==> config.mk <==
export PLATFORM = sky130hd
export DESIGN_NAME = dump_seq
export DESIGN_NICKNAME = d
export VERILOG_FILES = /design/src/rtl/dseq_pkg.sv /design/src/rtl/dseq_bitrev.sv /design/src/rtl/dseq_ctrl.sv /design/src/rtl/dseq_outreg.sv /design/src/rtl/dump_seq.sv
export SDC_FILE = /design/constraint.sdc
export NUM_CORES = 1
export LEC_CHECK = 0
export BUFFER_PORTS_ARGS = -buffer_cell sky130_fd_sc_hd__buf_2
export CORE_ASPECT_RATIO = 1.2
export CORE_MARGIN = 5
export CORE_UTILIZATION = 49
export CTS_BUF_LIST = sky130_fd_sc_hd__clkbuf_16
export CTS_CLUSTER_DIAMETER = 80
export DETAILED_ROUTE_END_ITERATION = 7
export GPL_TIMING_DRIVEN = 0
export PLACE_DENSITY = 0.89
export SLEW_MARGIN = 20
export SYNTH_ARGS = -nofsm -noshare
export SYNTH_HDL_FRONTEND = slang
export SYNTH_SLANG_ARGS = --single-unit
==> constraint.sdc <==
create_clock -name clk -period 2.5 [get_ports clk]
set_input_delay 0.625 -clock clk [delete_from_list [all_inputs] [get_ports clk]]
set_output_delay 0.625 -clock clk [all_outputs]
set_load 0.01 [all_outputs]
==> src/rtl/dseq_pkg.sv <==
package dseq_pkg;
  typedef enum logic {
    DS_IDLE = 1'b0,
    DS_DUMP = 1'b1
  } dseq_state_e;
endpackage

==> src/rtl/dseq_bitrev.sv <==
module dseq_bitrev #(
  parameter int AW = 4
) (
  input  logic [AW-1:0] bin,
  output logic [AW-1:0] addr
);
  for (genvar i = 0; i < AW; i++) begin : g_rev
    assign addr[i] = bin[AW-1-i];
  end
endmodule

==> src/rtl/dseq_ctrl.sv <==
module dseq_ctrl
  import dseq_pkg::*;
#(
  parameter int N_PTS = 16,
  parameter int PRIME = 4,
  parameter int SW    = 4,
  localparam int AW    = $clog2(N_PTS),
  localparam int TOTAL = N_PTS + PRIME,
  localparam int CW    = $clog2(TOTAL + 1)
) (
  input  logic          clk,
  input  logic          rst_n,
  input  logic          done,
  input  logic [SW-1:0] done_scale,
  input  logic          dos,
  output logic          avail,
  output logic          overrun,
  output logic [SW-1:0] scale,
  output logic          rd_en,
  output logic [AW-1:0] bin
);
  dseq_state_e   st_q, st_d;
  logic [CW-1:0] cnt_q, cnt_d;
  logic [SW-1:0] scale_q, scale_d;
  logic          ovr_q, ovr_d;
  logic          accept, last, load;
  logic [CW-1:0] bin_full;

  assign accept   = dos && (st_q == DS_DUMP);
  assign last     = accept && (cnt_q == CW'(TOTAL - 1));
  assign load     = done && ((st_q == DS_IDLE) || last);
  assign bin_full = cnt_q - CW'(PRIME);

  always_comb begin
    st_d    = st_q;
    cnt_d   = cnt_q;
    scale_d = scale_q;
    ovr_d   = ovr_q | (done && (st_q == DS_DUMP) && !last);
    if (load) begin
      st_d    = DS_DUMP;
      cnt_d   = '0;
      scale_d = done_scale;
    end else if (last) begin
      st_d  = DS_IDLE;
      cnt_d = '0;
    end else if (accept) begin
      cnt_d = cnt_q + 1'b1;
    end
  end

  always_ff @(posedge clk or negedge rst_n) begin
    if (!rst_n) begin
      st_q    <= DS_IDLE;
      cnt_q   <= '0;
      scale_q <= '0;
      ovr_q   <= 1'b0;
    end else begin
      st_q    <= st_d;
      cnt_q   <= cnt_d;
      scale_q <= scale_d;
      ovr_q   <= ovr_d;
    end
  end

  assign avail   = (st_q == DS_DUMP);
  assign overrun = ovr_q;
  assign scale   = scale_q;
  assign rd_en   = accept && (cnt_q >= CW'(PRIME));
  assign bin     = bin_full[AW-1:0];


  ovr_sticky_chk: assert property (@(posedge clk) disable iff (!rst_n)
    ovr_q |=> ovr_q);


  scale_hold_chk: assert property (@(posedge clk) disable iff (!rst_n)
    ((st_q == DS_DUMP) && !done) |=> $stable(scale_q));


  avail_fall_chk: assert property (@(posedge clk) disable iff (!rst_n)
    $fell(avail) |-> ($past(dos) && ($past(cnt_q) == CW'(TOTAL - 1))));


  prime_chk: assert property (@(posedge clk) disable iff (!rst_n)
    ($rose(avail) && !dos) |=> !rd_en);
endmodule

==> src/rtl/dseq_outreg.sv <==
module dseq_outreg #(
  parameter int DW = 16
) (
  input  logic          clk,
  input  logic          rst_n,
  input  logic          rd_en,
  input  logic [DW-1:0] mem_re,
  input  logic [DW-1:0] mem_im,
  output logic [DW-1:0] bin_re,
  output logic [DW-1:0] bin_im,
  output logic          bin_vld
);
  logic          pend_q;
  logic          vld_q;
  logic [DW-1:0] re_q, im_q;
  logic [DW-1:0] re_d, im_d;

  always_comb begin
    re_d = re_q;
    im_d = im_q;
    if (pend_q) begin
      re_d = mem_re;
      im_d = mem_im;
    end
  end

  always_ff @(posedge clk or negedge rst_n) begin
    if (!rst_n) begin
      pend_q <= 1'b0;
      vld_q  <= 1'b0;
      re_q   <= '0;
      im_q   <= '0;
    end else begin
      pend_q <= rd_en;
      vld_q  <= pend_q;
      re_q   <= re_d;
      im_q   <= im_d;
    end
  end

  assign bin_re  = re_q;
  assign bin_im  = im_q;
  assign bin_vld = vld_q;
endmodule

==> src/rtl/dump_seq.sv <==
module dump_seq #(
  parameter int N_PTS = 16,
  parameter int PRIME = 4,
  parameter int DW    = 16,
  parameter int SW    = 4,
  localparam int AW   = $clog2(N_PTS)
) (
  input  logic          clk,
  input  logic          rst_n,
  input  logic          xfm_done,
  input  logic [SW-1:0] xfm_scale,
  input  logic          dos,
  output logic          mem_rd,
  output logic [AW-1:0] mem_addr,
  input  logic [DW-1:0] mem_re,
  input  logic [DW-1:0] mem_im,
  output logic [DW-1:0] bin_re,
  output logic [DW-1:0] bin_im,
  output logic          bin_vld,
  output logic [SW-1:0] blk_scale,
  output logic          avail,
  output logic          overrun
);
  logic [AW-1:0] bin_idx;

  dseq_ctrl #(.N_PTS(N_PTS), .PRIME(PRIME), .SW(SW)) u_ctrl (
    .clk        (clk),
    .rst_n      (rst_n),
    .done       (xfm_done),
    .done_scale (xfm_scale),
    .dos        (dos),
    .avail      (avail),
    .overrun    (overrun),
    .scale      (blk_scale),
    .rd_en      (mem_rd),
    .bin        (bin_idx)
  );

  dseq_bitrev #(.AW(AW)) u_rev (
    .bin  (bin_idx),
    .addr (mem_addr)
  );

  dseq_outreg #(.DW(DW)) u_out (
    .clk     (clk),
    .rst_n   (rst_n),
    .rd_en   (mem_rd),
    .mem_re  (mem_re),
    .mem_im  (mem_im),
    .bin_re  (bin_re),
    .bin_im  (bin_im),
    .bin_vld (bin_vld)
  );


  bin_lat_chk: assert property (@(posedge clk) disable iff (!rst_n)
    bin_vld |-> $past(mem_rd, 2));


  idle_rd_chk: assert property (@(posedge clk) disable iff (!rst_n)
    mem_rd |-> avail);
endmodule

### Yosys cells after proc, flatten, opt, wreduce, memory -nomap -nowiden

Cells that the tools add are included.

* word-level logic and storage cells: 29
* output and inout port bits: 44
* bits of input ports: 40
* latch bits: 0
* bits in registers: 45
* ROM bits: 0
* memories kept: 0
* RAM bits: 0

* mux-type cells: 5
* magnitude comparators: 1
* div/mod/pow operators: 0
* reductions and logical operators: 10
* eq/ne operators: 1
* add/subtract/negate cells: 2
* bitwise operators: 2
* shift operators: 0
* multiply operators: 0

Operators by type and width (count)
* two-way mux 5 bit: 3
* logical AND 1 bit: 6
* adder 5 x 1 -> 5 bit, second input constant: 1
* == test 5 bit, second input constant: 1
* greater-or-equal comparator 5 x 3 -> 1 bit, second input constant: 1
* subtractor 4 x 3 -> 4 bit, second input constant: 1
* nonzero test 3 bit: 1
* two-way mux 1 bit: 2
* nonzero test 2 bit: 1
* logical NOT 1 bit: 1
* logical OR 1 bit: 1
* NOT 1 bit: 1
* bitwise OR 1 bit: 1

### Longest topological paths before layout

Gate-level depths: netlist (run 1).

* depth in word-level cells: 5
* gate-level depth with buffers: 6
* gate-level depth less buffers: 6

### Modules after synthesis

Synthesis (run 1) repeated with hierarchy kept, for this count alone.

* cells, all modules: 126
* area, all modules: 2038.2 µm²

By module, submodules not included
* dseq_outreg: cells each 70, area each 1395.1 µm², seq. area each 850.8 µm², times used 1
* dseq_ctrl: cells each 52, area each 613.1 µm², seq. area each 275.3 µm², times used 1
* dseq_bitrev: cells each 4, area each 30.0 µm², seq. area each 0.0 µm², times used 1

### Worst setup path before layout (run 1)

Ideal clock, no wire load.

* kind: flip-flop to output port
* start point: register u_ctrl.cnt_q[3]
* end point: output port mem_rd
* required time: 1.875 ns
* cell stages (with the launch flop): 5
* path slack: 0.739 ns
* arrival: 1.136 ns
* buffers on the path: 0
* path through: dfrtp_1 inv_1 ha_1 a2111oi_0 nor2_1

* longest elaborated chain between the ends: 2

RTL lines
* start, declared: line dseq_ctrl.sv:23 `logic [CW-1:0] cnt_q, cnt_d;`
* start signal, assigned: line dseq_ctrl.sv:59 `cnt_q <= cnt_d;`
* greater-or-equal comparator 5 x 3 -> 1 bit: line dseq_ctrl.sv:68 `assign rd_en = accept && (cnt_q >= CW'(PRIME));`
* logical AND 1 bit: line dseq_ctrl.sv:68
* end, declared: line dump_seq.sv:13 `output logic mem_rd,`

Every way passes these cells.

### Worst setup path after layout (run 1)

Ends and elaborated chain as after synthesis.

==> results of run 1 <==
## Yosys cell counts, drive strengths merged
cell type	n	area [µm²]
a2111oi	1	8.76
a21oi	2	10.0
a22o	1	8.76
a31o	1	8.76
a31oi	1	6.26
and2	1	8.76
buf	5	30.0
clkbuf	1	3.75
dfrtp	45	1130
ha	5	62.6
inv	6	22.5
mux2	37	432
mux2i	1	13.8
nand2	5	21.3
nand3	1	5.00
nand4	1	12.5
nor2	1	3.75
nor2b	1	6.26
nor3	2	15.0
o21ai	3	15.0
o41ai	1	8.76
or2b	1	7.51
## per-stage QoR
| step | cells | util (%) | total power, W |
|---|---|---|---|
| after CTS | 266 | 69.0 | 0.00237 |
| after floorplan | 123 | - | 0.00130 |
| after detailed placement | 258 | 63.8 | 0.00154 |
| final | 266 | 69.1 | 0.00234 |
| after global routing | 266 | 69.1 | 0.00249 |
| after global placement | 258 | 63.8 | 0.00152 |
## layer usage
| metal | vias up | global-route usage [%] |
|---|---|---|
| met2 | 40 | 27.0 |
| met5 | - | 0 |
| met4 | 0 | 7.26 |
| li1 | 601 | - |
| met3 | 6 | 4.68 |
| met1 | 634 | 17.7 |
## cells by family after synthesis
kind of cell | share of synthesized area [%]
AND/OR/NAND/NOR | 4.36
multiplexers | 24.3
AO/OA/AOI/OAI | 3.61
buffers and inverters | 3.06
adder cells (fa/ha/maj) | 3.41
flip-flops | 61.3
## registers in the layout, summed over array words and instances, names as in the netlist
signal          cells
u_ctrl.avail        1
u_out.pend_q        1
u_out.bin_vld       1
u_out.bin_re       16
u_ctrl.scale        4
u_ctrl.cnt_q        5
u_ctrl.overrun      1
u_out.bin_im       16
## cell type report
class / instances / share of cell area, %
clock buffer: 5 / 4.99
clock inverter: 3 / 2.59
multi-input combinational: 66 / 26.1
tap: 52 / 2.59
sequential: 45 / 44.9
buffer: 6 / 1.35
inverter: 6 / 0.897
timing repair buffer: 83 / 16.7
## power groups by stage
stage	clock [W]	sequential [W]	combinational [W]
6_report	0.000817	0.000971	0.000552
5_1_grt	0.000888	0.000991	0.000613
4_1_cts	0.000840	0.000971	0.000564
3_5_place_dp	0	0.000981	0.000563
3_3_place_gp	0	0.000972	0.000546
2_1_floorplan	0	0.00102	0.000274
## how the worst min path moves through the flow
stage | endpoint | slack, ns
2_1_floorplan | u_ctrl.avail | 0.33
3_3_place_gp | u_out.bin_vld | 0.36
3_5_place_dp | u_out.bin_vld | 0.36
4_1_cts | u_out.bin_vld | 0.37
5_1_grt | u_out.bin_im[1] | 0.38
6_report | u_out.bin_im[14] | 0.33
## worst max-delay path: stages (launching register included)
cell	delay (ns)
dfrtp_1	0.44
inv_1	0.09
ha_1	0.18
a2111oi_0	0.39
nor2_1	0.11
buf_2	0.16
==> flow_metrics.env, run 1 <==
export IMPL_clockRootBuffer="clkbuf_16"
export IMPL_p_int_w=0.00173
export IMPL_layout_nets=258
export IMPL_grt_max_degree=46
export IMPL_finalHoldViolCount=0
export IMPL_slew_viol_final=0
export IMPL_syn_to_final_growth_pct=36.6
export IMPL_setup_viol=0
export IMPL_outcome="completed"
export IMPL_dieHeight_um=77.1
export IMPL_place_ws_ns=0.540
export IMPL_power_frac_comb_pct=23.6
export IMPL_wire_per_inst_um=13.9
export IMPL_p_clk_share_pct=34.9
export IMPL_max_clock_freq_mhz=440
export IMPL_cts_setup_buffers=0
export IMPL_dr_pass1_iters=4
export IMPL_vias_per_cell=4.82
export IMPL_pin_count=84
export IMPL_hold_slack_ns=0.329
export IMPL_critPathLaunch="u_ctrl.cnt_q[3]"
export IMPL_yosys_warnings=0
export IMPL_tightest_slew_ns=0.548
export IMPL_grt_pass1_vias=1324
export IMPL_routed_wl_um=3700
export IMPL_clkTransAtPathRegs_ns=0.06
export IMPL_p_switching_w=0.000609
export IMPL_ir_worst_vdd_mv=0.505
export IMPL_crit_type="register to output pin"
export IMPL_worst_slack_ns=0.227
export IMPL_p_leak_nw=1.24
export IMPL_synth_cell_type_count=28
export IMPL_required_ns=1.88
export IMPL_cts_sinks=45
export IMPL_fp_dieW_um=65.9
export IMPL_post_dp_hpwl_um=2920
export IMPL_grt_pass1_wl_um=6100
export IMPL_rsz0062_at_grt="false"
export IMPL_end_kind="output pin"
export IMPL_reg2reg_slack_ns=0.87
export IMPL_p_seq_share_pct=41.5
export IMPL_worstReg2RegEnd="u_ctrl.scale[1]"
export IMPL_final_setup_tns_ns=0
export IMPL_timing_final_crit_share_pct=90.9
export IMPL_portBuffers=83
export IMPL_clk_path_buf_depth=2
export IMPL_r2r_start="u_ctrl.cnt_q[3]"
export IMPL_first_iter_violations=43
export IMPL_start_kind="register"
export IMPL_synth_avg_cell_area_um2=14.9
export IMPL_final_cell_mix="buf_2, dfrtp_1, mux2_2"
export IMPL_start_util_pct=50.6
export IMPL_clk_latency_ns=0.27
export IMPL_drive_above_1_share_pct=64.0
export IMPL_reg2reg_depth=6
export IMPL_syn_area_mm2=0.00184
export IMPL_finClkSkew_ns=0.00439
export IMPL_cts_tree="built"
export IMPL_ys_ff_latch=45
export IMPL_syn_inst=123
export IMPL_maxCapViolCount=0
export IMPL_rows=24
export IMPL_cts_resized_gates=0
export IMPL_crit_path_end="mem_rd"
export IMPL_htreeDepth=2
export IMPL_drc=0
export IMPL_seq_area_frac_synth_pct=61.3
export IMPL_diodes=0
export IMPL_placed_area_mm2=0.00232
export IMPL_hold_buffers=0
export IMPL_grtUsageTotal_pct=15.8
export IMPL_crit_fanout=6
export IMPL_hold_class="primary input to asynchronous set/reset pin"
export IMPL_cp_arrival_ns=1.65
export IMPL_swShare_pct=26.0
export IMPL_multi_input_area_um2=654
export IMPL_layout_commonest_cell="buf_2"
export IMPL_m1WireLength_um=1330
export IMPL_drt_antenna_violating_nets=0
export IMPL_dr_wl_met2_um=2120
export IMPL_cts_made_buffers=5
export IMPL_die_area_mm2=0.00508
export IMPL_fin_area_mm2=0.00251
export IMPL_design_core_area_mm2=0.00363
export IMPL_antenna_found_initial=0
export IMPL_power_density_mw_per_mm2=932
export IMPL_highest_layer="met4"
export IMPL_vias=1281
export IMPL_syn_nets=168
export IMPL_nFillCells=287
export IMPL_wl_met3_um=197
export IMPL_slew_headroom_pct=63.5
export IMPL_period_minus_slack_ns=2.27
export IMPL_globalplace_congestion=0.834
export IMPL_seq_area_mm2=0.00113
export IMPL_grt_overflow=0
No activity file was read; power rests on OpenSTA's default activity.
==> run 2: changes to the inputs <==
CELL_PAD_IN_SITES_DETAIL_PLACEMENT = 1   (was not set)
CELL_PAD_IN_SITES_GLOBAL_PLACEMENT = 2   (was not set)
CORE_MARGIN = not set   (was 5)
CORE_UTILIZATION = 31   (was 49)
PLACE_DENSITY = 0.88   (was 0.89)
==> flow_metrics.env, run 2 (synthesized netlist as in run 1, its figures left out) <==
export IMPL_outcome="completed"
export IMPL_slowest_stage="dfrtp_1"
export IMPL_rows=30
export IMPL_cts_tree="built"
export IMPL_fp_dieW_um=72.3
export IMPL_portBuffers=83
export IMPL_design_core_area_mm2=0.00567
export IMPL_diodes=0
export IMPL_timing_final_crit_share_pct=92.3
export IMPL_hold_buffers=0
export IMPL_cp_cell_sequence="inv_1 -> ha_1 -> a2111oi_0 -> nor2_1 -> buf_2"
export IMPL_end_kind="output pin"
export IMPL_cp_arrival_ns=1.68
export IMPL_grt_pass1_vias=1316
export IMPL_dr_pass1_iters=3
export IMPL_layout_commonest_cell="buf_2"
export IMPL_finClkSkew_ns=0.00355
export IMPL_drc=0
export IMPL_wire_per_inst_um=13.3
export IMPL_dieHeight_um=86.3
export IMPL_grt_max_degree=46
export IMPL_grt_pass1_wl_um=6310
export IMPL_period_minus_slack_ns=2.31
export IMPL_max_clock_freq_mhz=434
export IMPL_nFillCells=616
export IMPL_globalplace_congestion=0.743
export IMPL_antenna_found_initial=0
export IMPL_cts_resized_gates=0
export IMPL_clockRootBuffer="clkbuf_16"
export IMPL_htreeDepth=2
export IMPL_routed_wl_um=3910
export IMPL_p_leak_nw=1.21
export IMPL_maxCapViolCount=0
export IMPL_pin_count=84
export IMPL_tightest_slew_ns=0.558
export IMPL_slew_headroom_pct=62.8
export IMPL_r2r_start="u_ctrl.cnt_q[2]"
export IMPL_post_dp_hpwl_um=3010
export IMPL_power_density_mw_per_mm2=856
export IMPL_setup_viol=0
export IMPL_required_ns=1.88
export IMPL_critPathLaunch="u_ctrl.cnt_q[3]"
export IMPL_cts_sinks=45
export IMPL_rsz0062_at_grt="false"
export IMPL_cpPeakStageDelay_ns=0.45
export IMPL_layout_nets=258
export IMPL_clkTransAtPathRegs_ns=0.06
export IMPL_hold_class="primary input to asynchronous set/reset pin"
export IMPL_die_area_mm2=0.00624
export IMPL_slew_viol_final=0
export IMPL_grtUsageTotal_pct=13.0
export IMPL_placed_area_mm2=0.00235
export IMPL_drive_above_1_share_pct=63.4
export IMPL_reg2reg_depth=6
export IMPL_cts_made_buffers=5
export IMPL_start_kind="register"
export IMPL_vias=1321
export IMPL_crit_fanout=6
export IMPL_cp_top_family="flip-flops"
export IMPL_ir_worst_vdd_mv=0.322
export IMPL_final_cell_mix="buf_2, dfrtp_1, mux2_2"
export IMPL_finalHoldViolCount=0
export IMPL_clk_latency_ns=0.28
export IMPL_cts_setup_buffers=0
export IMPL_final_setup_tns_ns=0
export IMPL_clk_path_buf_depth=2
export IMPL_first_iter_violations=49
export IMPL_crit_type="register to output pin"
export IMPL_fin_area_mm2=0.00249
export IMPL_critPathBufInv=2
export IMPL_grt_overflow=0
export IMPL_start_util_pct=32.4
export IMPL_path_depth=5
export IMPL_drt_antenna_violating_nets=0
export IMPL_vias_per_cell=4.51
export IMPL_syn_to_final_growth_pct=35.6
[run 2: cell type report]
cell class | count | area, µm² | share of cell area [%]
Sequential cell | 45 | 1130 | 45.2
Multi-Input combinational cell | 66 | 654 | 26.3
Timing Repair Buffer | 83 | 418 | 16.8
Clock buffer | 5 | 125 | 5.02
Tap cell | 80 | 100 | 4.02
Buffer | 6 | 33.8 | 1.36
Inverter | 6 | 22.5 | 0.904
Clock inverter | 2 | 11.3 | 0.452
[run 2: through the flow]
step,hold slack [ns],power [W],util [%],setup slack [ns],instances
CTS,0.377,0.00217,43.9,0.167,293
finish,0.340,0.00213,44.0,0.193,293
detailed placement,0.359,0.00155,41.5,0.476,286
global route,0.387,0.00227,44.0,0.0390,293
floorplan,0.329,0.00130,-,0.739,123
global placement,0.356,0.00153,41.5,0.481,286
[run 2: path summary, 6_finish.rpt]
| check | endpoint | slack [ns] |
|---|---|---|
| setup / recovery | mem_rd | 0.19 |
| min in group clk | u_out.bin_vld | 0.38 |
| hold / removal | u_out.bin_im[7] | 0.34 |
| max in group asynchronous | u_out.bin_im[4] | 1.78 |
| setup reg to reg | u_ctrl.scale[3] | 0.89 |
| hold reg to reg | u_out.bin_vld | 0.38 |
[run 2: layer usage]
layer / track usage [%] / part of all wire, %
met5: 0 / 0
met1: 16.4 / 42
met4: 3.74 / 1.0
met2: 21.9 / 49
met3: 3.49 / 7.8
[run 2: report_power, final]
part / internal [W] / total (W) / switching (W)
logic: 0.000294 / 0.000558 / 0.000264
clock network: 0.000360 / 0.000606 / 0.000245
registers: 0.000869 / 0.000969 / 0.000101
total: 0.00152 / 0.00213 / 0.000610
==> run 3: changes to the inputs <==
RECOVER_POWER = 100   (was not set)
==> flow_metrics.env, run 3 (synthesized netlist as in run 1, its figures left out) <==
export IMPL_outcome="completed"
export IMPL_reg2reg_depth=6
export IMPL_portBuffers=83
export IMPL_routed_wl_um=3960
export IMPL_cts_tree="built"
export IMPL_tightest_slew_ns=1.10
export IMPL_maxCapViolCount=0
export IMPL_period_minus_slack_ns=2.30
export IMPL_antenna_found_initial=0
export IMPL_design_core_area_mm2=0.00567
export IMPL_rows=30
export IMPL_start_kind="register"
export IMPL_drive_above_1_share_pct=39.0
export IMPL_clockRootBuffer="clkbuf_16"
export IMPL_r2r_start="u_ctrl.cnt_q[2]"
export IMPL_globalplace_congestion=0.743
export IMPL_start_util_pct=32.4
export IMPL_finalHoldViolCount=0
export IMPL_finClkSkew_ns=0.00629
export IMPL_vias=1330
export IMPL_nFillCells=649
export IMPL_cts_resized_gates=0
export IMPL_cts_sinks=45
export IMPL_pin_count=84
export IMPL_ir_worst_vdd_mv=0.325
export IMPL_layout_nets=258
export IMPL_worstReg2RegEnd="u_ctrl.scale[3]"
export IMPL_cts_setup_buffers=0
export IMPL_crit_path_end="mem_rd"
export IMPL_critPathLaunch="u_ctrl.cnt_q[3]"
export IMPL_clk_path_buf_depth=2
export IMPL_first_iter_violations=45
export IMPL_fp_dieW_um=72.3
export IMPL_end_kind="output pin"
export IMPL_dr_pass1_iters=2
export IMPL_grt_pass1_wl_um=6310
export IMPL_reg2reg_slack_ns=0.68
export IMPL_htreeDepth=2
export IMPL_drc=0
export IMPL_syn_to_final_growth_pct=31.0
export IMPL_crit_fanout=6
export IMPL_slew_viol_final=0
export IMPL_clkTransAtPathRegs_ns=0.06
export IMPL_cp_arrival_ns=1.67
export IMPL_power_density_mw_per_mm2=865
export IMPL_die_area_mm2=0.00624
export IMPL_cts_made_buffers=5
export IMPL_vias_per_cell=4.54
export IMPL_drt_antenna_violating_nets=0
export IMPL_rsz0062_at_grt="false"
export IMPL_final_setup_tns_ns=0
export IMPL_grtUsageTotal_pct=13.0
export IMPL_final_cell_mix="clkbuf_1, dfrtp_1, buf_2"
export IMPL_seq_area_mm2=0.00113
export IMPL_p_leak_nw=1.08
export IMPL_wire_per_inst_um=13.5
export IMPL_layout_commonest_cell="clkbuf_1"
export IMPL_crit_type="register to output pin"
export IMPL_grt_overflow=0
export IMPL_total_power_w=0.00208
export IMPL_post_dp_hpwl_um=3010
export IMPL_fin_area_mm2=0.00241
export IMPL_hold_class="register to register"
export IMPL_setup_viol=0
export IMPL_placed_area_mm2=0.00235
export IMPL_slew_headroom_pct=26.6
export IMPL_grt_max_degree=46
export IMPL_required_ns=1.88
export IMPL_max_clock_freq_mhz=435
export IMPL_timing_final_crit_share_pct=91.9
export IMPL_dieHeight_um=86.3
export IMPL_hold_buffers=0
export IMPL_multi_input_area_um2=628
export IMPL_diodes=0
export IMPL_grt_pass1_vias=1316
export IMPL_clk_latency_ns=0.28
export IMPL_hold_start="u_out.pend_q"
-- run 3: final cells by class --
class | count | share of cell area (%)
Clock buffer | 5 | 5.20
Sequential cell | 45 | 46.8
Tap cell | 80 | 4.16
Buffer | 6 | 1.25
Clock inverter | 2 | 0.468
Multi-Input combinational cell | 66 | 26.1
Timing Repair Buffer | 83 | 15.1
Inverter | 6 | 0.936
-- run 3: how the worst min path moves through the flow --
| stage | to | depth (start not counted) |
|---|---|---|
| after global routing | u_out.bin_vld | 0 |
| after global placement | u_out.bin_vld | 0 |
| after CTS | u_out.bin_vld | 0 |
| after detailed placement | u_out.bin_vld | 0 |
| after floorplan | u_ctrl.avail | 0 |
| final | u_out.bin_vld | 0 |
-- run 3: per-layer routing --
layer | GRT usage (%) | wire [µm] | vias up
met5 | 0 | 0 | -
li1 | - | - | 605
met2 | 21.9 | 1900 | 60
met1 | 16.4 | 1690 | 660
met3 | 3.49 | 324 | 5
met4 | 3.74 | 55 | 0
-- run 3: metrics by stage --
stage,std cells,setup WS [ns],util [%],hold WS [ns]
2_1_floorplan,123,0.739,-,0.329
3_3_place_gp,286,0.481,41.5,0.356
3_5_place_dp,286,0.476,41.5,0.359
4_1_cts,293,0.167,43.9,0.377
5_1_grt,293,0.0481,42.5,0.417
6_report,293,0.203,42.5,0.384
-- run 3: critical path: stages (launching register included) --
cell and delay (ns):
dfrtp_1 0.44, inv_1 0.09, ha_1 0.18, a2111oi_0 0.40, nor2_1 0.13, clkbuf_1 0.15
-- run 3: where the power goes --
part	switching, W	leakage, nW	internal, W
clock	0.000251	0.0633	0.000361
combinational	0.000264	0.504	0.000234
sequential	0.000103	0.518	0.000869
total	0.000617	1.08	0.00146
